### config.mk
export PLATFORM = sky130hd
export DESIGN_NAME = otg_role_ctrl
export DESIGN_NICKNAME = d
export VERILOG_FILES = /design/src/rtl/otg_role_pkg.sv /design/src/rtl/otg_req_regs.sv /design/src/rtl/otg_conn_track.sv /design/src/rtl/otg_bcon_timer.sv /design/src/rtl/otg_role_fsm.sv /design/src/rtl/otg_role_ctrl.sv
export SDC_FILE = /design/constraint.sdc
export NUM_CORES = 1
export LEC_CHECK = 0
export ABC_AREA = 1
export CORE_MARGIN = 8
export CORE_UTILIZATION = 49
export DETAILED_ROUTE_END_ITERATION = 7
export PLACE_DENSITY = 0.77
export SKIP_CTS_REPAIR_TIMING = 1
export SLEW_MARGIN = 20
export SYNTH_ARGS = -nofsm -noshare
export SYNTH_HDL_FRONTEND = slang
export SYNTH_HIERARCHICAL = 1
export SYNTH_SLANG_ARGS = --single-unit
### constraint.sdc
create_clock -name clk -period 2 [get_ports clk]
set_input_delay 0.4 -clock clk [delete_from_list [all_inputs] [get_ports clk]]
set_output_delay 0.4 -clock clk [all_outputs]
set_load 0.01 [all_outputs]
### src/rtl/otg_role_pkg.sv
package otg_role_pkg;

   localparam int ROLE_ST_W = 4;

   typedef enum logic [ROLE_ST_W-1:0] {
      ST_UNSET    = 4'd0,
      ST_B_IDLE   = 4'd1,
      ST_B_PERIPH = 4'd2,
      ST_A_IDLE   = 4'd3,
      ST_A_VRISE  = 4'd4,
      ST_A_BCON   = 4'd5,
      ST_A_HOST   = 4'd6,
      ST_A_VFALL  = 4'd7,
      ST_A_VERR   = 4'd8
   } role_st_e;

   typedef struct packed {
      logic id;
      logic a_sess;
      logic a_vbus;
      logic b_sess;
      logic srp;
   } line_t;

   typedef struct packed {
      logic bus_req;
      logic bus_drop;
      logic clr_err;
   } req_t;

   typedef struct packed {
      logic drop_bus_req;
      logic drop_clr_err;
   } req_clr_t;

endpackage

### src/rtl/otg_req_regs.sv
module otg_req_regs
   import otg_role_pkg::*;
(
   input  logic     clk,
   input  logic     rst_n,
   input  role_st_e state_i,
   input  logic     default_a_i,
   input  logic     sw_bus_req_i,
   input  logic     sw_drop_wr_i,
   input  logic     sw_drop_val_i,
   input  logic     sw_clr_err_i,
   input  req_clr_t clr_i,
   output req_t     req_o
);

   req_t req_q;
   logic idle_st;

   assign idle_st = (state_i == ST_B_IDLE) || (state_i == ST_A_IDLE);

   always_ff @(posedge clk) begin
      if (!rst_n) begin
         req_q <= '0;
      end else begin
         // clears from the role machine first, software writes after
         if (clr_i.drop_bus_req) req_q.bus_req <= 1'b0;
         if (clr_i.drop_clr_err) req_q.clr_err <= 1'b0;
         if (sw_bus_req_i && idle_st) begin
            req_q.bus_req  <= 1'b1;
            req_q.bus_drop <= 1'b0;
         end
         if (sw_drop_wr_i && default_a_i) begin
            if (sw_drop_val_i) begin
               req_q.bus_drop <= 1'b1;
               req_q.bus_req  <= 1'b0;
            end else begin
               req_q.bus_drop <= 1'b0;
            end
         end
         if (sw_clr_err_i && default_a_i) req_q.clr_err <= 1'b1;
      end
   end

   assign req_o = req_q;

endmodule

### src/rtl/otg_conn_track.sv
module otg_conn_track (
   input  logic clk,
   input  logic rst_n,
   input  logic attach_i,
   input  logic detach_i,
   input  logic forget_i,
   output logic conn_o
);

   logic conn_q;

   always_ff @(posedge clk) begin
      if (!rst_n)        conn_q <= 1'b0;
      else if (forget_i) conn_q <= 1'b0;
      else if (detach_i) conn_q <= 1'b0;
      else if (attach_i) conn_q <= 1'b1;
   end

   assign conn_o = conn_q;

endmodule

### src/rtl/otg_bcon_timer.sv
module otg_bcon_timer #(
   parameter int TMO_CYC = 1000
) (
   input  logic clk,
   input  logic rst_n,
   input  logic start_i,
   input  logic stop_i,
   output logic expired_o
);

   generate
      if (TMO_CYC == 0) begin : g_no_tmo
         assign expired_o = 1'b0;
      end else begin : g_tmo
         localparam int          CW   = (TMO_CYC < 2) ? 1 : $clog2(TMO_CYC);
         localparam logic [CW-1:0] LAST = CW'(TMO_CYC - 1);

         logic [CW-1:0] cnt_q;
         logic          run_q;
         logic          exp_q;

         always_ff @(posedge clk) begin
            if (!rst_n) begin
               cnt_q <= '0;
               run_q <= 1'b0;
               exp_q <= 1'b0;
            end else if (stop_i) begin
               cnt_q <= '0;
               run_q <= 1'b0;
               exp_q <= 1'b0;
            end else if (start_i) begin
               cnt_q <= '0;
               run_q <= 1'b1;
               exp_q <= 1'b0;
            end else if (run_q) begin
               if (cnt_q == LAST) begin
                  run_q <= 1'b0;
                  exp_q <= 1'b1;
               end else begin
                  cnt_q <= cnt_q + 1'b1;
               end
            end
         end

         assign expired_o = exp_q;
      end
   endgenerate

endmodule

### src/rtl/otg_role_fsm.sv
module otg_role_fsm
   import otg_role_pkg::*;
(
   input  logic     clk,
   input  logic     rst_n,
   input  line_t    line_i,
   input  req_t     req_i,
   input  logic     conn_i,
   input  logic     tmo_i,
   output role_st_e state_o,
   output logic     vbus_o,
   output logic     default_a_o,
   output logic     host_en_o,
   output logic     host_dis_o,
   output logic     periph_en_o,
   output logic     periph_dis_o,
   output logic     tmr_start_o,
   output logic     tmr_stop_o,
   output logic     conn_forget_o,
   output req_clr_t req_clr_o
);

   role_st_e state_q, cur, nxt;
   logic     moved;
   logic     vbus_q, dflt_q;
   logic     hen_q, hdis_q, pen_q, pdis_q;

   // the unset state is folded onto B-idle within the same step
   assign cur = (state_q == ST_UNSET) ? ST_B_IDLE : state_q;

   always_comb begin
      nxt       = cur;
      req_clr_o = '0;
      unique case (cur)
         ST_B_IDLE: begin
            if (!line_i.id)         nxt = ST_A_IDLE;
            else if (line_i.b_sess) nxt = ST_B_PERIPH;
         end
         ST_B_PERIPH: begin
            if (!line_i.b_sess || !line_i.id) nxt = ST_B_IDLE;
         end
         ST_A_IDLE: begin
            if (line_i.id) nxt = ST_B_IDLE;
            else if (!req_i.bus_drop && (req_i.bus_req || line_i.srp))
               nxt = ST_A_VRISE;
         end
         ST_A_VRISE: begin
            if (line_i.a_vbus) nxt = ST_A_BCON;
         end
         ST_A_BCON: begin
            if (line_i.id || req_i.bus_drop || tmo_i) begin
               nxt                    = ST_A_VFALL;
               req_clr_o.drop_bus_req = 1'b1;
            end else if (!line_i.a_vbus) begin
               nxt = ST_A_VERR;
            end else if (conn_i) begin
               nxt = ST_A_HOST;
            end
         end
         ST_A_HOST: begin
            if (line_i.id || !conn_i || req_i.bus_drop) nxt = ST_A_BCON;
            else if (!line_i.a_vbus)                    nxt = ST_A_VERR;
         end
         ST_A_VFALL: begin
            if (line_i.id || (!conn_i && line_i.a_sess) || req_i.bus_req)
               nxt = ST_A_IDLE;
         end
         ST_A_VERR: begin
            if (line_i.id || req_i.clr_err || req_i.bus_drop) begin
               nxt                    = ST_A_VFALL;
               req_clr_o.drop_clr_err = 1'b1;
            end
         end
         default: nxt = ST_B_IDLE;
      endcase
   end

   assign moved         = (nxt != state_q);
   assign tmr_start_o   = moved && (nxt == ST_A_BCON);
   assign tmr_stop_o    = moved && (cur == ST_A_BCON);
   assign conn_forget_o = moved && (nxt == ST_A_VFALL);

   always_ff @(posedge clk) begin
      if (!rst_n) begin
         state_q <= ST_UNSET;
         vbus_q  <= 1'b0;
         dflt_q  <= 1'b0;
         hen_q   <= 1'b0;
         hdis_q  <= 1'b0;
         pen_q   <= 1'b0;
         pdis_q  <= 1'b0;
      end else begin
         state_q <= nxt;
         hen_q   <= moved && (nxt == ST_A_BCON) && (state_q != ST_A_HOST);
         hdis_q  <= moved && (nxt == ST_A_IDLE) && (state_q == ST_A_VFALL);
         pen_q   <= moved && (nxt == ST_B_PERIPH);
         pdis_q  <= moved && (nxt == ST_B_IDLE) && (state_q == ST_B_PERIPH);
         if (moved && (nxt == ST_A_VRISE)) vbus_q <= 1'b1;
         if (moved && (nxt == ST_A_VFALL)) vbus_q <= 1'b0;
         if (moved && (nxt == ST_B_IDLE))  dflt_q <= 1'b0;
         if (moved && (nxt == ST_A_IDLE))  dflt_q <= 1'b1;
      end
   end

   assign state_o      = state_q;
   assign vbus_o       = vbus_q;
   assign default_a_o  = dflt_q;
   assign host_en_o    = hen_q;
   assign host_dis_o   = hdis_q;
   assign periph_en_o  = pen_q;
   assign periph_dis_o = pdis_q;

endmodule

### src/rtl/otg_role_ctrl.sv
module otg_role_ctrl
   import otg_role_pkg::*;
#(
   parameter int BCON_TMO_CYC = 1000,
   parameter int STATE_W      = 4
) (
   input  logic               clk,
   input  logic               rst_n,
   input  logic               id_i,
   input  logic               a_sess_vld_i,
   input  logic               a_vbus_vld_i,
   input  logic               b_sess_vld_i,
   input  logic               srp_det_i,
   input  logic               dev_attach_i,
   input  logic               dev_detach_i,
   input  logic               sw_bus_req_i,
   input  logic               sw_drop_wr_i,
   input  logic               sw_drop_val_i,
   input  logic               sw_clr_err_i,
   output logic [STATE_W-1:0] state_o,
   output logic               vbus_drv_o,
   output logic               host_en_o,
   output logic               host_dis_o,
   output logic               periph_en_o,
   output logic               periph_dis_o,
   output logic               default_a_o
);

   generate
      if (STATE_W < ROLE_ST_W) begin : g_bad_state_w
         $error("otg_role_ctrl: STATE_W must be at least %0d", ROLE_ST_W);
      end
      if (BCON_TMO_CYC < 0) begin : g_bad_tmo
         $error("otg_role_ctrl: BCON_TMO_CYC must not be negative");
      end
   endgenerate

   line_t    line;
   req_t     req;
   req_clr_t req_clr;
   role_st_e state;
   logic     conn, tmo, tmr_start, tmr_stop, conn_forget;

   assign line = '{id:     id_i,
                   a_sess: a_sess_vld_i,
                   a_vbus: a_vbus_vld_i,
                   b_sess: b_sess_vld_i,
                   srp:    srp_det_i};

   otg_req_regs u_req (
      .clk           (clk),
      .rst_n         (rst_n),
      .state_i       (state),
      .default_a_i   (default_a_o),
      .sw_bus_req_i  (sw_bus_req_i),
      .sw_drop_wr_i  (sw_drop_wr_i),
      .sw_drop_val_i (sw_drop_val_i),
      .sw_clr_err_i  (sw_clr_err_i),
      .clr_i         (req_clr),
      .req_o         (req)
   );

   otg_conn_track u_conn (
      .clk      (clk),
      .rst_n    (rst_n),
      .attach_i (dev_attach_i),
      .detach_i (dev_detach_i),
      .forget_i (conn_forget),
      .conn_o   (conn)
   );

   otg_bcon_timer #(.TMO_CYC(BCON_TMO_CYC)) u_tmr (
      .clk       (clk),
      .rst_n     (rst_n),
      .start_i   (tmr_start),
      .stop_i    (tmr_stop),
      .expired_o (tmo)
   );

   otg_role_fsm u_fsm (
      .clk           (clk),
      .rst_n         (rst_n),
      .line_i        (line),
      .req_i         (req),
      .conn_i        (conn),
      .tmo_i         (tmo),
      .state_o       (state),
      .vbus_o        (vbus_drv_o),
      .default_a_o   (default_a_o),
      .host_en_o     (host_en_o),
      .host_dis_o    (host_dis_o),
      .periph_en_o   (periph_en_o),
      .periph_dis_o  (periph_dis_o),
      .tmr_start_o   (tmr_start),
      .tmr_stop_o    (tmr_stop),
      .conn_forget_o (conn_forget),
      .req_clr_o     (req_clr)
   );

   assign state_o = STATE_W'(state);

endmodule

Word level (Yosys, flattened, before mapping)
Cells that the tools add are included.
- register bits after elaboration: 26
- word-level logic and storage cells: 109
- $add $sub $neg: 1
- equal/unequal tests: 21
- muxes and demuxes: 31
- bitwise operators: 2
- reductions and logical operators: 40
- operators with widths (kind ; number):
    $mux W4 ; 14
    $eq A4 B3 Y1 const B ; 8
    $pmux W4 S8 ; 1
    $eq A4 B2 Y1 const B ; 6
    $logic_and A1 B1 Y1 ; 15
    $mux W1 ; 14
    $eq A4 B1 Y1 const B ; 3
    $logic_or A1 B1 Y1 ; 11
    $add A10 B1 Y10 const B ; 1
    $eq A10 B10 Y1 const B ; 1
    $reduce_bool A2 Y1 ; 3
    $reduce_or A3 Y1 ; 2
    $eq A4 B4 Y1 const B ; 1
    $logic_not A1 Y1 ; 4
    $logic_not A4 Y1 ; 1
    $mux W2 ; 2
    $ne A4 B3 Y1 const B ; 1
    $ne A4 B4 Y1 ; 1
    $reduce_and A2 Y1 ; 2
    $reduce_or A2 Y1 ; 2
    $not A1 Y1 ; 2

Longest topological paths before layout
Gate-level depths: netlist of the first run.
- word-level depth: 10
- gate-level depth with buffers: 18

Modules after synthesis
The synthesis of the first run kept the hierarchy.
- modules (own cells, without submodules) (module ; instances ; cells each ; area each (µm²)):
    otg_role_fsm ; 1 ; 155 ; 865.8
    otg_bcon_timer ; 1 ; 104 ; 708.2
    otg_req_regs ; 1 ; 21 ; 137.6
    otg_conn_track ; 1 ; 6 ; 40.0

Worst setup path before layout of the first run
OpenSTA, ideal clock, no wires.
- path kind: register to register
- start point: reg u_fsm.state_q[3], in the netlist u_fsm/state_o[3]
- end point: reg u_tmr.g_tmo.exp_q, in the netlist u_tmr/expired_o
- library setup time: 0.070 ns
- arrival: 2.086 ns
- required time: 1.930 ns
- setup slack: -0.156 ns
- stages on the path, launching flop included: 19
- path buffers: 0
- period minus slack after synthesis: 2.156 ns
- path through: dfxtp_1 > inv_1 > nand2_2 > nor2_4 > nand2_4 > nand2_4 > clkinv_1 > nand2_1 > nor2_1 > nand2_1 > nand2_1 > nand3_2 > nor2_1 > nor2_1 > inv_1 > nand2_1 > nor2_1 > inv_1 > a21oi_1
- longest elaborated chain between the ends: 9
- elaborated cells between the ends (all ways): 29
- those cells by class: eq/ne: 10; mux: 15; reduce/logical: 4
- RTL lines (item ; line ; RTL):
    start, declared ; otg_role_fsm.sv:23 ; role_st_e state_q, cur, nxt;
    start signal, assigned ; otg_role_fsm.sv:93 ; state_q <= nxt;
    $logic_not A4 Y1 ; otg_role_fsm.sv:29 ; assign cur = (state_q == ST_UNSET) ? ST_B_IDLE : state_q;
    $mux W4 ; otg_role_fsm.sv:29 ;
    $mux W4 ; otg_role_fsm.sv:56 ; end else if (conn_i) begin
    $mux W4 ; otg_role_fsm.sv:54 ; end else if (!line_i.a_vbus) begin
    $mux W4 ; otg_role_fsm.sv:51 ; if (line_i.id || req_i.bus_drop || tmo_i) begin
    $pmux W4 S8 ; otg_role_fsm.sv:34 ; unique case (cur)
    $ne A4 B4 Y1 ; otg_role_fsm.sv:78 ; assign moved = (nxt != state_q);
    $logic_and A1 B1 Y1 (*) ; otg_role_fsm.sv:80 ; assign tmr_stop_o = moved && (cur == ST_A_BCON);
    via tmr_stop ; otg_role_ctrl.sv:42 ; logic conn, tmo, tmr_start, tmr_stop, conn_forget;
    $reduce_or A3 Y1 (no source line) (*) ; - ;
    end signal, assigned ; otg_bcon_timer.sv:30 ; exp_q <= 1'b0;
    end signal, assigned ; otg_bcon_timer.sv:34 ; exp_q <= 1'b0;
    end signal, assigned ; otg_bcon_timer.sv:38 ; exp_q <= 1'b1;
    end, declared ; otg_bcon_timer.sv:20 ; logic exp_q;
The timed path passes the listed nets; every way through them passes the cells marked *.
A chain may end at the register's enable or synchronous reset.

Final worst setup path of the first run
- start point: reg u_fsm.state_q[2], in the netlist u_fsm/state_o[2]
- end point: reg u_tmr.g_tmo.cnt_q[8]
- longest elaborated chain between the ends: 9
- elaborated cells between the ends (all ways): 29
- those cells by class: eq/ne: 10; mux: 15; reduce/logical: 4
- RTL lines (item ; line ; RTL):
    $logic_not A4 Y1 ; otg_role_fsm.sv:29 ;
    $mux W4 ; otg_role_fsm.sv:29 ;
    $mux W4 ; otg_role_fsm.sv:56 ;
    $mux W4 ; otg_role_fsm.sv:54 ;
    $mux W4 ; otg_role_fsm.sv:51 ;
    $pmux W4 S8 ; otg_role_fsm.sv:34 ;
    $ne A4 B4 Y1 ; otg_role_fsm.sv:78 ;
    $logic_and A1 B1 Y1 (*) ; otg_role_fsm.sv:80 ;
    via tmr_stop ; otg_role_ctrl.sv:42 ;
    $reduce_or A3 Y1 (no source line) (*) ; - ;
    end signal, assigned ; otg_bcon_timer.sv:40 ; cnt_q <= cnt_q + 1'b1;
    end, declared ; otg_bcon_timer.sv:18 ; logic [CW-1:0] cnt_q;
Marked as above.

==> parameters.txt, run 1 <==
Parameter                              Value

Status
  Result of the run    finished, violations left
  Failing checks    setup timing

Synthesis
  Fraction of synthesis flops using an asynchronous set or reset pin    0%
  Top_reg_cell synth    sky130_fd_sc_hd__dfxtp_1
  Total number of yosys warnings    6
  Most frequent cells after synthesis    sky130_fd_sc_hd__nand2_1 (77), sky130_fd_sc_hd__nor2_1 (49), sky130_fd_sc_hd__inv_1 (42)
  Cell with the most instances after synthesis    sky130_fd_sc_hd__nand2_1
  Net count after synthesis    300
  Synth cell types    30
  Number of flops mapped to enable cells by yosys    0
  Leading post-synthesis cells by cell area    sky130_fd_sc_hd__dfxtp_1 (30%), sky130_fd_sc_hd__nand2_1 (16%), sky130_fd_sc_hd__nor2_1 (11%)
  Post-synthesis area per instance    6.12 sq um
  Post-synth top area share    29.7%
  Flops & latches, synth    26
  Post-Syn Instances    286
  Cell type with the highest aggregate area in the netlist    sky130_fd_sc_hd__dfxtp_1
  Part of the Yosys area used for sequential elements    29.7%
  Mapped cell area    0.00175 sq mm

Critical path
  Crit path DAT    2.49 ns
  CP cell instances    inv_6 -> nand2_1 -> nor2_4 -> nand2_4 -> nand2_4 -> inv_2 -> nand2_1 -> nor2_2 -> nand2_2 -> nand2_2 -> nand3_4 -> nor2_4 -> nor2_2 -> inv_1 -> nand2_2 -> nor2_4 -> buf_6 -> nand2_1 -> nor2_1
  Worst R2R Start    u_fsm/state_o[2]$_SDFF_PN0_
  Critical Path Fanout Max    5
  R2r worst-path depth    19
  Worst R2R Setup Slack    -0.22 ns
  Worst path max stage delay    0.47 ns
  Worst setup path class    reg -> reg
  Worst R2R End    u_tmr/g_tmo.cnt_q[8]$_SDFFE_PP0P_
  Startpoint Class    register
  Worst path required time    2.27 ns
  Crit. End Element    register
  CP max-delay cell    sky130_fd_sc_hd__dfxtp_4

Detailed routing
  Average via count per standard cell    5.68
  Avg WL per Cell    16.7 um
  Overall routed net length    6660 um
  Total via count after detailed routing    2265
  Number of antenna-violating nets in the routed design    0
  Iteration-0 DRC count of the detailed router    286
  Residual DRC count    0
  Number of iterations in the first detailed-routing pass    6

GRT
  Maximum number of pins on one net before global-route repair    16
  GRT Total Usage    18.6%
  Final global-route overflow total    0
  Global-route wire length before repair    8310 um
  Number of antenna violations at the first check in global routing    0
  Number of global-route vias before repair    1936

CTS
  Number of buffers created by CTS    3
  Clock-pin slew reported for the worst setup and hold paths after clock tree synthesis    0.16 ns
  Clock latency of the later-clocked register in the worst-skew pair    0.33 ns
  Buffer depth of the longest clock path    2
  Buffer cell driving the clock tree root    sky130_fd_sc_hd__clkbuf_4
  Maximum level of the CTS H-tree    1
  Number of clock sinks    26
  Clock tree from TritonCTS    built

Cells and area
  Area taken by flip-flops and latches    541 sq um
  Net count reported at finish    368
  Area used by multi-input combinational logic    0.00134 sq mm
  Count of filler cells inserted in the layout    181
  Ratio of cells with drive above 1 in the final layout    42.5%
  Filler-free cell count of the finished design    399
  Final Cell Area    0.00278 sq mm
  Antenna diode count    0
  Signed area change from the synthesized netlist to the final layout    58.9%

Floorplanning
  Num rows    21
  Starting Density    51.7%
  Top-Level Pins    23
  Die outline width    75.8 um
  Height of the die    75.8 um
  Standard cell core area    0.00339 sq mm
  Die area    0.00574 sq mm

Power and ir drop
  Leakage power of the design    1.26 nW
  Largest voltage drop on the vdd net    0.445 mV
  Total power after layout    1.43 mW
  Power per cell area    515 mW/mm^2

Timing
  Number of endpoints failing setup at the final stage    13
  Post-route setup slack    -0.220 ns
  Worst-Margin Slew    0.485 ns
  Worst slew margin relative to its limit    67.6%
  Period Utilization, post-route    111%
  Maximum achievable frequency    0.451 GHz
  Final number of max-transition violations    0
  Clock skew    0.00341 ns
  Final hold viol count    0
  Final critical path time including I/O delays and setup    2.22 ns
  Setup repair after global routing missed its margin    yes

Place
  Placed insts    384
  Buffers on Ports    22
  Cell area after placement    0.00226 sq mm
  Global placement routability congestion    0.937
  Post-detail-place hpwl    3690 um

Flow run
  Maximum Capacitance Violations    0

Hold path
  Hold-critical path endpoint    u_fsm/periph_dis_o$_SDFF_PN0_
  Hold Startpoint    b_sess_vld_i
  HP Class    in -> reg
  Cell count of the worst hold path    4
[worst max-delay path by stage]
stage / start / to / slack (ns) / cells after the start
final: u_fsm/state_o[2]$_SDFF_PN0_ / u_tmr/g_tmo.cnt_q[8]$_SDFFE_PP0P_ / -0.22 / 19
after floorplan: srp_det_i / u_tmr/expired_o$_SDFFE_PP0P_ / 0.03 / 13
after global placement: id_i / u_tmr/g_tmo.cnt_q[6]$_SDFFE_PP0P_ / -0.62 / 17
after detailed placement: id_i / u_tmr/g_tmo.cnt_q[3]$_SDFFE_PP0P_ / -0.69 / 16
after global routing: u_fsm/state_o[2]$_SDFF_PN0_ / u_tmr/g_tmo.cnt_q[8]$_SDFFE_PP0P_ / -0.33 / 19
after CTS: id_i / u_tmr/g_tmo.cnt_q[8]$_SDFFE_PP0P_ / -0.34 / 17
[cells in the final DEF, fill, tap and decap left out, types with 2 or more instances in the layout]
cell | Yosys | final
sky130_fd_sc_hd__inv_2 | 2 | 6
sky130_fd_sc_hd__o21ai_2 | 0 | 2
sky130_fd_sc_hd__dfxtp_1 | 26 | 20
sky130_fd_sc_hd__inv_4 | 1 | 3
sky130_fd_sc_hd__nor2_2 | 7 | 18
sky130_fd_sc_hd__nand3_2 | 3 | 6
sky130_fd_sc_hd__inv_8 | 0 | 2
sky130_fd_sc_hd__a21oi_1 | 8 | 3
sky130_fd_sc_hd__nor2_4 | 3 | 12
sky130_fd_sc_hd__buf_4 | 0 | 36
sky130_fd_sc_hd__nor3_1 | 7 | 6
sky130_fd_sc_hd__clkinv_1 | 3 | 2
sky130_fd_sc_hd__nand2_4 | 5 | 9
sky130_fd_sc_hd__nand3_1 | 24 | 19
sky130_fd_sc_hd__buf_6 | 1 | 6
sky130_fd_sc_hd__clkdlybuf4s50_1 | 0 | 19
sky130_fd_sc_hd__nor2_1 | 49 | 29
sky130_fd_sc_hd__inv_1 | 42 | 34
sky130_fd_sc_hd__dfxtp_4 | 0 | 5
sky130_fd_sc_hd__nand3_4 | 1 | 3
sky130_fd_sc_hd__nand4_1 | 7 | 7
sky130_fd_sc_hd__clkbuf_4 | 0 | 3
sky130_fd_sc_hd__dlymetal6s2s_1 | 0 | 3
sky130_fd_sc_hd__nand2_2 | 5 | 21
sky130_fd_sc_hd__nand2_1 | 77 | 57
sky130_fd_sc_hd__a21oi_2 | 1 | 6
[final cells by class]
class	instances	area share [%]
clock buffer	3	0.809
clock inverter	1	1.08
inverter	48	7.46
multi-input combinational	210	48.1
sequential	26	19.4
tap	46	2.07
timing repair buffer	65	21.0
[registers in the layout (all words and copies together), names as in the netlist]
| register | cells |
|---|---|
| u_tmr/g_tmo.cnt_q | 10 |
| u_tmr/g_tmo.run_q | 1 |
| u_fsm/periph_en_o | 1 |
| u_fsm/host_en_o | 1 |
| u_conn/conn_o | 1 |
| u_fsm/periph_dis_o | 1 |
| u_fsm/host_dis_o | 1 |
| u_fsm/state_o | 4 |
| u_fsm/vbus_o | 1 |
| u_tmr/expired_o | 1 |
| u_req/req_o | 3 |
| u_fsm/default_a_o | 1 |
[where the power goes]
group	switching, mW	internal, mW
Combinational	0.245	0.237
Clock	0.175	0.203
Sequential	0.0392	0.536
[cell families (layout without fill, tap and decap cells)]
group           after synthesis  after routing  synth area share [%]
xor+xnor                      1              1                 0.500
flops                        26             26                  29.7
compound gates               19             19                  6.50
simple gates                189            189                  51.2
buf+inv                      50            117                  11.4
fa+ha+maj                     1              1                 0.714
[per-layer routing]
metal,GRT usage [%],up-vias,part of all wire [%]
li1,-,1024,-
met1,21.4,1041,37
met2,32.3,157,49
met3,3.29,43,7.9
met4,8.74,0,5.7
met5,0,-,0
[stage by stage]
stage | util [%] | hold WS, ns | setup slack [ns] | TNS, ns
final | 82.1 | 0.438 | -0.220 | -2.29
after global routing | 82.1 | 0.448 | -0.327 | -3.84
after CTS | 68.3 | 0.474 | -0.342 | -3.91
after detailed placement | 66.8 | 0.448 | -0.688 | -9.47
after global placement | 66.8 | 0.437 | -0.624 | -8.74
after floorplan | - | 0.430 | 0.0263 | 0
[critical path: cells and delay by family, from the launching register on]
kind                   cells  cell delay, ns
AND/OR/NAND/NOR           15            1.39
buffers and inverters      4            0.28
flip-flops                 1            0.47
(Power assumes the default switching activity.)
==> run 2, diff against run 1 <==
--- a/config.mk
+++ b/config.mk
@@ -7,9 +7,9 @@
 export LEC_CHECK = 0
 export ABC_AREA = 1
 export CORE_MARGIN = 8
-export CORE_UTILIZATION = 49
+export CORE_UTILIZATION = 43
 export DETAILED_ROUTE_END_ITERATION = 7
-export PLACE_DENSITY = 0.77
+export PLACE_DENSITY = 0.69
 export SKIP_CTS_REPAIR_TIMING = 1
 export SLEW_MARGIN = 20
 export SYNTH_ARGS = -nofsm -noshare
==> constraint.sdc (replaced) <==
create_clock -name clk -period 2 [get_ports clk]
set_input_delay 0.2 -clock clk [delete_from_list [all_inputs] [get_ports clk]]
set_output_delay 0.2 -clock clk [all_outputs]
set_load 0.01 [all_outputs]
==> parameters.txt, run 2 (same netlist as run 1, synthesis figures left out) <==
Parameter                              Value

GRT
  Number of antenna violations at the first check in global routing    0
  Maximum number of pins on one net before global-route repair    16
  GRT Total Usage    15.0%
  Global-route wire length before repair    7760 um
  Final global-route overflow total    0
  Number of global-route vias before repair    1700

Timing
  Hold slack final    0.461 ns
  Worst slew margin relative to its limit    70.0%
  Period Utilization, post-route    114%
  Worst-Margin Slew    0.449 ns
  Final number of max-transition violations    0
  Maximum achievable frequency    0.439 GHz
  Final critical path time including I/O delays and setup    2.28 ns
  Final hold viol count    0
  Clock skew    0.00352 ns
  Setup repair after global routing missed its margin    yes
  Number of endpoints failing setup at the final stage    12
  Post-route setup slack    -0.277 ns

Power and ir drop
  Power per cell area    528 mW/mm^2
  Cell internal power dissipation    1.00 mW
  Power share of the combinational group    28.7%
  Largest voltage drop on the vdd net    0.460 mV
  Total power after layout    1.43 mW
  Leakage power of the design    1.23 nW
  Switching portion of total power    29.9%
  Part of the total power dissipated in the clock network    31.3%
  Switching Power    0.427 mW
  Reg power frac    40.0%

Critical path
  Worst R2R Setup Slack    -0.28 ns
  Critical Path Fanout Max    6
  CP cell instances    inv_8 -> buf_4 -> o22ai_1 -> nor3_1 -> nand2_1 -> nand2_1 -> nand2_1 -> nand3_2 -> nor2_2 -> buf_6 -> nor4_4 -> nor2_4 -> buf_6 -> nand2_2 -> nor2_2
  CP max-delay cell    sky130_fd_sc_hd__dfxtp_4
  Critical path buffers and inverters    4
  Worst path top cell family by delay    simple AND/OR/NAND/NOR gates
  Worst setup path class    reg -> reg
  Cell type with the highest occurrence count on the critical path    sky130_fd_sc_hd__nand2_1
  Crit path DAT    2.46 ns
  Worst path required time    2.18 ns
  Crit. End Element    register
  Worst path max stage delay    0.42 ns
  Startpoint Class    register

Floorplanning
  Top-Level Pins    23
  Height of the die    79.8 um
  Starting Density    44.1%
  Die area    0.00637 sq mm
  Num rows    23
  Standard cell core area    0.00397 sq mm
  Die outline width    79.8 um

Hold path
  HP Class    in -> reg

Cells and area
  Post-layout utilization of the core    68.1%
  Number of flip-flops in the largest register    10
  Final Cell Area    0.00270 sq mm
  Commonest non-fill, non-tap cell in the layout    sky130_fd_sc_hd__nand2_1
  Signed area change from the synthesized netlist to the final layout    54.4%
  Most flop-heavy register    u_tmr/g_tmo.cnt_q
  Count of filler cells inserted in the layout    318
  Antenna diode count    0
  Net count reported at finish    367
  Ratio of cells with drive above 1 in the final layout    38.4%
  Area taken by flip-flops and latches    541 sq um
  Area used by multi-input combinational logic    0.00128 sq mm
  Leading cell types in the layout, fill and taps excluded    sky130_fd_sc_hd__nand2_1 (56), sky130_fd_sc_hd__buf_4 (39), sky130_fd_sc_hd__inv_1 (36)
  Filler-free cell count of the finished design    402

Status
  Result of the run    finished, violations left
  Failing checks    setup timing

Place
  Cell area after placement    0.00228 sq mm
  Buffers on Ports    22
  Placed insts    390
  Post-detail-place hpwl    3710 um
  Global placement routability congestion    0.990

CTS
  Maximum level of the CTS H-tree    1
  Clock tree from TritonCTS    built
  Number of buffers created by CTS    3
  Number of clock sinks    26
  Clock-pin slew reported for the worst setup and hold paths after clock tree synthesis    0.10 ns
  Buffer cell driving the clock tree root    sky130_fd_sc_hd__clkbuf_8
  Clock latency of the later-clocked register in the worst-skew pair    0.27 ns
  Buffer depth of the longest clock path    2

Detailed routing
  Avg WL per Cell    13.9 um
  Number of iterations in the first detailed-routing pass    4
  Residual DRC count    0
  Overall routed net length    5590 um
  Average via count per standard cell    5.12
  Number of antenna-violating nets in the routed design    0
  Total via count after detailed routing    2060
  Iteration-0 DRC count of the detailed router    198

Flow run
  Maximum Capacitance Violations    0
[run 2: worst paths after layout]
kind | start | end | depth (start not counted)
worst max-delay path | u_fsm/state_o[1]$_SDFF_PN0_ | u_tmr/g_tmo.cnt_q[5]$_SDFFE_PP0P_ | 15
worst min-delay path | a_vbus_vld_i | u_fsm/host_en_o$_SDFF_PN0_ | 4
worst max register to register | u_fsm/state_o[1]$_SDFF_PN0_ | u_tmr/g_tmo.cnt_q[5]$_SDFFE_PP0P_ | 15
worst min register to register | u_req/req_o[0]$_SDFFE_PN0P_ | u_req/req_o[0]$_SDFFE_PN0P_ | 2
[run 2: area by class of cell]
class | instances | area share (%)
multi-input combinational | 210 | 47.3
timing repair buffer | 64 | 20.4
sequential | 26 | 20.0
inverter | 48 | 7.31
tap | 50 | 2.31
clock buffer | 3 | 1.53
clock inverter | 1 | 1.11
[run 2: through the flow]
| step | setup TNS [ns] | setup slack [ns] |
|---|---|---|
| after floorplan | 0 | 0.0476 |
| after global placement | -6.49 | -0.538 |
| after detailed placement | -7.25 | -0.598 |
| after CTS | -2.95 | -0.307 |
| after global routing | -3.61 | -0.323 |
| final | -2.91 | -0.277 |
[run 2: worst reg2reg max path: stages (launching register included)]
cell,delay [ns]
sky130_fd_sc_hd__dfxtp_4,0.42
sky130_fd_sc_hd__inv_8,0.11
sky130_fd_sc_hd__buf_4,0.12
sky130_fd_sc_hd__o22ai_1,0.07
sky130_fd_sc_hd__nor3_1,0.27
sky130_fd_sc_hd__nand2_1,0.15
sky130_fd_sc_hd__nand2_1,0.09
sky130_fd_sc_hd__nand2_1,0.08
sky130_fd_sc_hd__nand3_2,0.09
sky130_fd_sc_hd__nor2_2,0.05
sky130_fd_sc_hd__buf_6,0.12
sky130_fd_sc_hd__nor4_4,0.31
sky130_fd_sc_hd__nor2_4,0.08
sky130_fd_sc_hd__buf_6,0.14
sky130_fd_sc_hd__nand2_2,0.06
sky130_fd_sc_hd__nor2_2,0.03
[run 2: power groups by stage]
stage | combinational (mW) | clock, mW | sequential [mW]
finish | 0.410 | 0.447 | 0.571
detailed placement | 0.306 | 0 | 0.574
global route | 0.440 | 0.481 | 0.574
global placement | 0.303 | 0 | 0.574
CTS | 0.308 | 0.457 | 0.562
floorplan | 0.147 | 0 | 0.574
[run 2: layer usage]
layer	vias up	track usage [%]	routed length, um
li1	1022	-	-
met1	942	20.3	2360
met2	89	23.6	2740
met3	7	3.15	458
met4	0	3.27	35
met5	-	0	0
==> run 3, diff against run 2 <==
--- a/config.mk
+++ b/config.mk
@@ -9,7 +9,8 @@
 export CORE_MARGIN = 8
 export CORE_UTILIZATION = 43
 export DETAILED_ROUTE_END_ITERATION = 7
-export PLACE_DENSITY = 0.69
+export PLACE_DENSITY = 0.67
+export RECOVER_POWER = 50
 export SKIP_CTS_REPAIR_TIMING = 1
 export SLEW_MARGIN = 20
 export SYNTH_ARGS = -nofsm -noshare
==> constraint.sdc (replaced) <==
create_clock -name clk -period 2.5 [get_ports clk]
set_input_delay 0.25 -clock clk [delete_from_list [all_inputs] [get_ports clk]]
set_output_delay 0.25 -clock clk [all_outputs]
set_load 0.01 [all_outputs]
==> parameters.txt, run 3 (same netlist as run 1, synthesis figures left out) <==
Parameter                              Value

Status
  Result of the run    finished, final reports clean

Timing
  Fin Setup TNS    0 ns
  Final hold viol count    0
  Worst slew margin relative to its limit    71.3%
  Period Utilization, post-route    92.6%
  Clock skew    0.00232 ns
  Number of endpoints failing setup at the final stage    0
  Final critical path time including I/O delays and setup    2.32 ns
  Worst-Margin Slew    0.430 ns
  Maximum achievable frequency    0.432 GHz
  Hold slack final    0.466 ns
  Setup repair after global routing missed its margin    yes
  Final number of max-transition violations    0

Cells and area
  Post-layout utilization of the core    54.3%
  Final Cell Area    0.00216 sq mm
  Leading cell types in the layout, fill and taps excluded    sky130_fd_sc_hd__nand2_1 (77), sky130_fd_sc_hd__nor2_1 (48), sky130_fd_sc_hd__inv_1 (42)
  Commonest non-fill, non-tap cell in the layout    sky130_fd_sc_hd__nand2_1
  Ratio of cells with drive above 1 in the final layout    13.8%
  Signed area change from the synthesized netlist to the final layout    23.1%
  Antenna diode count    0
  Net count reported at finish    333
  Number of flip-flops in the largest register    10
  Most flop-heavy register    u_tmr/g_tmo.cnt_q

Detailed routing
  Average via count per standard cell    4.85
  Residual DRC count    0
  Number of antenna-violating nets in the routed design    0
  Iteration-0 DRC count of the detailed router    62
  Overall routed net length    4330 um
  Total via count after detailed routing    1784
  Avg WL per Cell    11.8 um
  Number of iterations in the first detailed-routing pass    4

Critical path
  Cell type with the highest occurrence count on the critical path    sky130_fd_sc_hd__nand2_1
  Worst path required time    2.67 ns
  Critical path buffers and inverters    3
  Worst path top cell family by delay    simple AND/OR/NAND/NOR gates
  Startpoint Class    register
  Crit path DAT    2.48 ns
  CP cell instances    inv_1 -> nand2_1 -> nor2_2 -> nand2_1 -> o31ai_1 -> nand2_1 -> nand2_1 -> nand2_1 -> nand3_1 -> nor2_1 -> buf_4 -> nor4_2 -> nor2_2 -> inv_1 -> nor2_1
  Critical Path Fanout Max    8
  Crit. End Element    register
  Worst path max stage delay    0.41 ns
  Worst setup path class    reg -> reg
  CP max-delay cell    sky130_fd_sc_hd__dfxtp_1

Power and ir drop
  Leakage power of the design    1.00 nW
  Reg power frac    44.6%
  Switching portion of total power    27.0%
  Power share of the combinational group    20.4%
  Part of the total power dissipated in the clock network    34.9%
  Power per cell area    469 mW/mm^2
  Switching Power    0.273 mW
  Largest voltage drop on the vdd net    0.215 mV
  Cell internal power dissipation    0.737 mW

Flow run
  Maximum Capacitance Violations    0

GRT
  Maximum number of pins on one net before global-route repair    16
  Global-route wire length before repair    7220 um
  GRT Total Usage    14.1%
  Final global-route overflow total    0
  Number of antenna violations at the first check in global routing    0
  Number of global-route vias before repair    1622

CTS
  Number of clock sinks    26
  Clock-pin slew reported for the worst setup and hold paths after clock tree synthesis    0.09 ns
  Buffer cell driving the clock tree root    sky130_fd_sc_hd__clkbuf_8
  Maximum level of the CTS H-tree    1
  Buffer depth of the longest clock path    2
  Clock tree from TritonCTS    built
  Number of buffers created by CTS    3
  Clock latency of the later-clocked register in the worst-skew pair    0.27 ns

Floorplanning
  Die outline width    79.8 um
  Standard cell core area    0.00397 sq mm
  Height of the die    79.8 um
  Top-Level Pins    23
  Num rows    23
  Starting Density    44.1%
  Die area    0.00637 sq mm

Place
  Buffers on Ports    22
  Global placement routability congestion    0.918
  Post-detail-place hpwl    3480 um
  Cell area after placement    0.00208 sq mm

Hold path
  HP Class    reg -> reg
## run 3: power by group through the flow
stage / registers, mW / clock network (mW) / logic, mW
floorplan: 0.458 / 0 / 0.117
global placement: 0.460 / 0 / 0.208
detailed placement: 0.461 / 0 / 0.208
CTS: 0.451 / 0.362 / 0.209
global route: 0.453 / 0.383 / 0.232
finish: 0.451 / 0.353 / 0.206
## run 3: tightest hold or removal path, cell delays in order (launching register included)
cell,delay [ns]
sky130_fd_sc_hd__dfxtp_1,0.32
sky130_fd_sc_hd__nand2_1,0.06
sky130_fd_sc_hd__a21oi_1,0.05
## run 3: cell type report
class                   count  area [sq um]
inverters                  48           183
flip-flops and latches     26           523
fillers                   418          1820
well taps                  50          62.6
clock buffers               3          41.3
clock inverters             1          30.0
repair buffers             30           277
multi-input cells         210          1040
## run 3: path summary, 6_finish.rpt
check / from / endpoint / slack [ns] / cells past startpoint
worst max-delay path: u_fsm/state_o[0]$_SDFF_PN0_ / u_tmr/g_tmo.cnt_q[7]$_SDFFE_PP0P_ / 0.18 / 15
worst min register to register: u_req/req_o[0]$_SDFFE_PN0P_ / u_req/req_o[0]$_SDFFE_PN0P_ / 0.47 / 2
worst max register to register: u_fsm/state_o[0]$_SDFF_PN0_ / u_tmr/g_tmo.cnt_q[7]$_SDFFE_PP0P_ / 0.18 / 15
worst min-delay path: u_req/req_o[0]$_SDFFE_PN0P_ / u_req/req_o[0]$_SDFFE_PN0P_ / 0.47 / 2
## run 3: routing by layer
metal	up-vias	share of wire, %	track usage (%)
met1	788	46	16.4
met4	0	2.1	5.64
met5	-	0	0
met2	31	49	24.4
met3	8	2.9	2.70
li1	957	-	-
## run 3: stage by stage
step,setup WS (ns),std cells,total power [mW]
finish,0.184,368,1.01
global route,-0.0533,368,1.07
CTS,0.173,368,1.02
detailed placement,-0.0777,364,0.669
global placement,-0.0459,364,0.668
floorplan,0.344,286,0.575
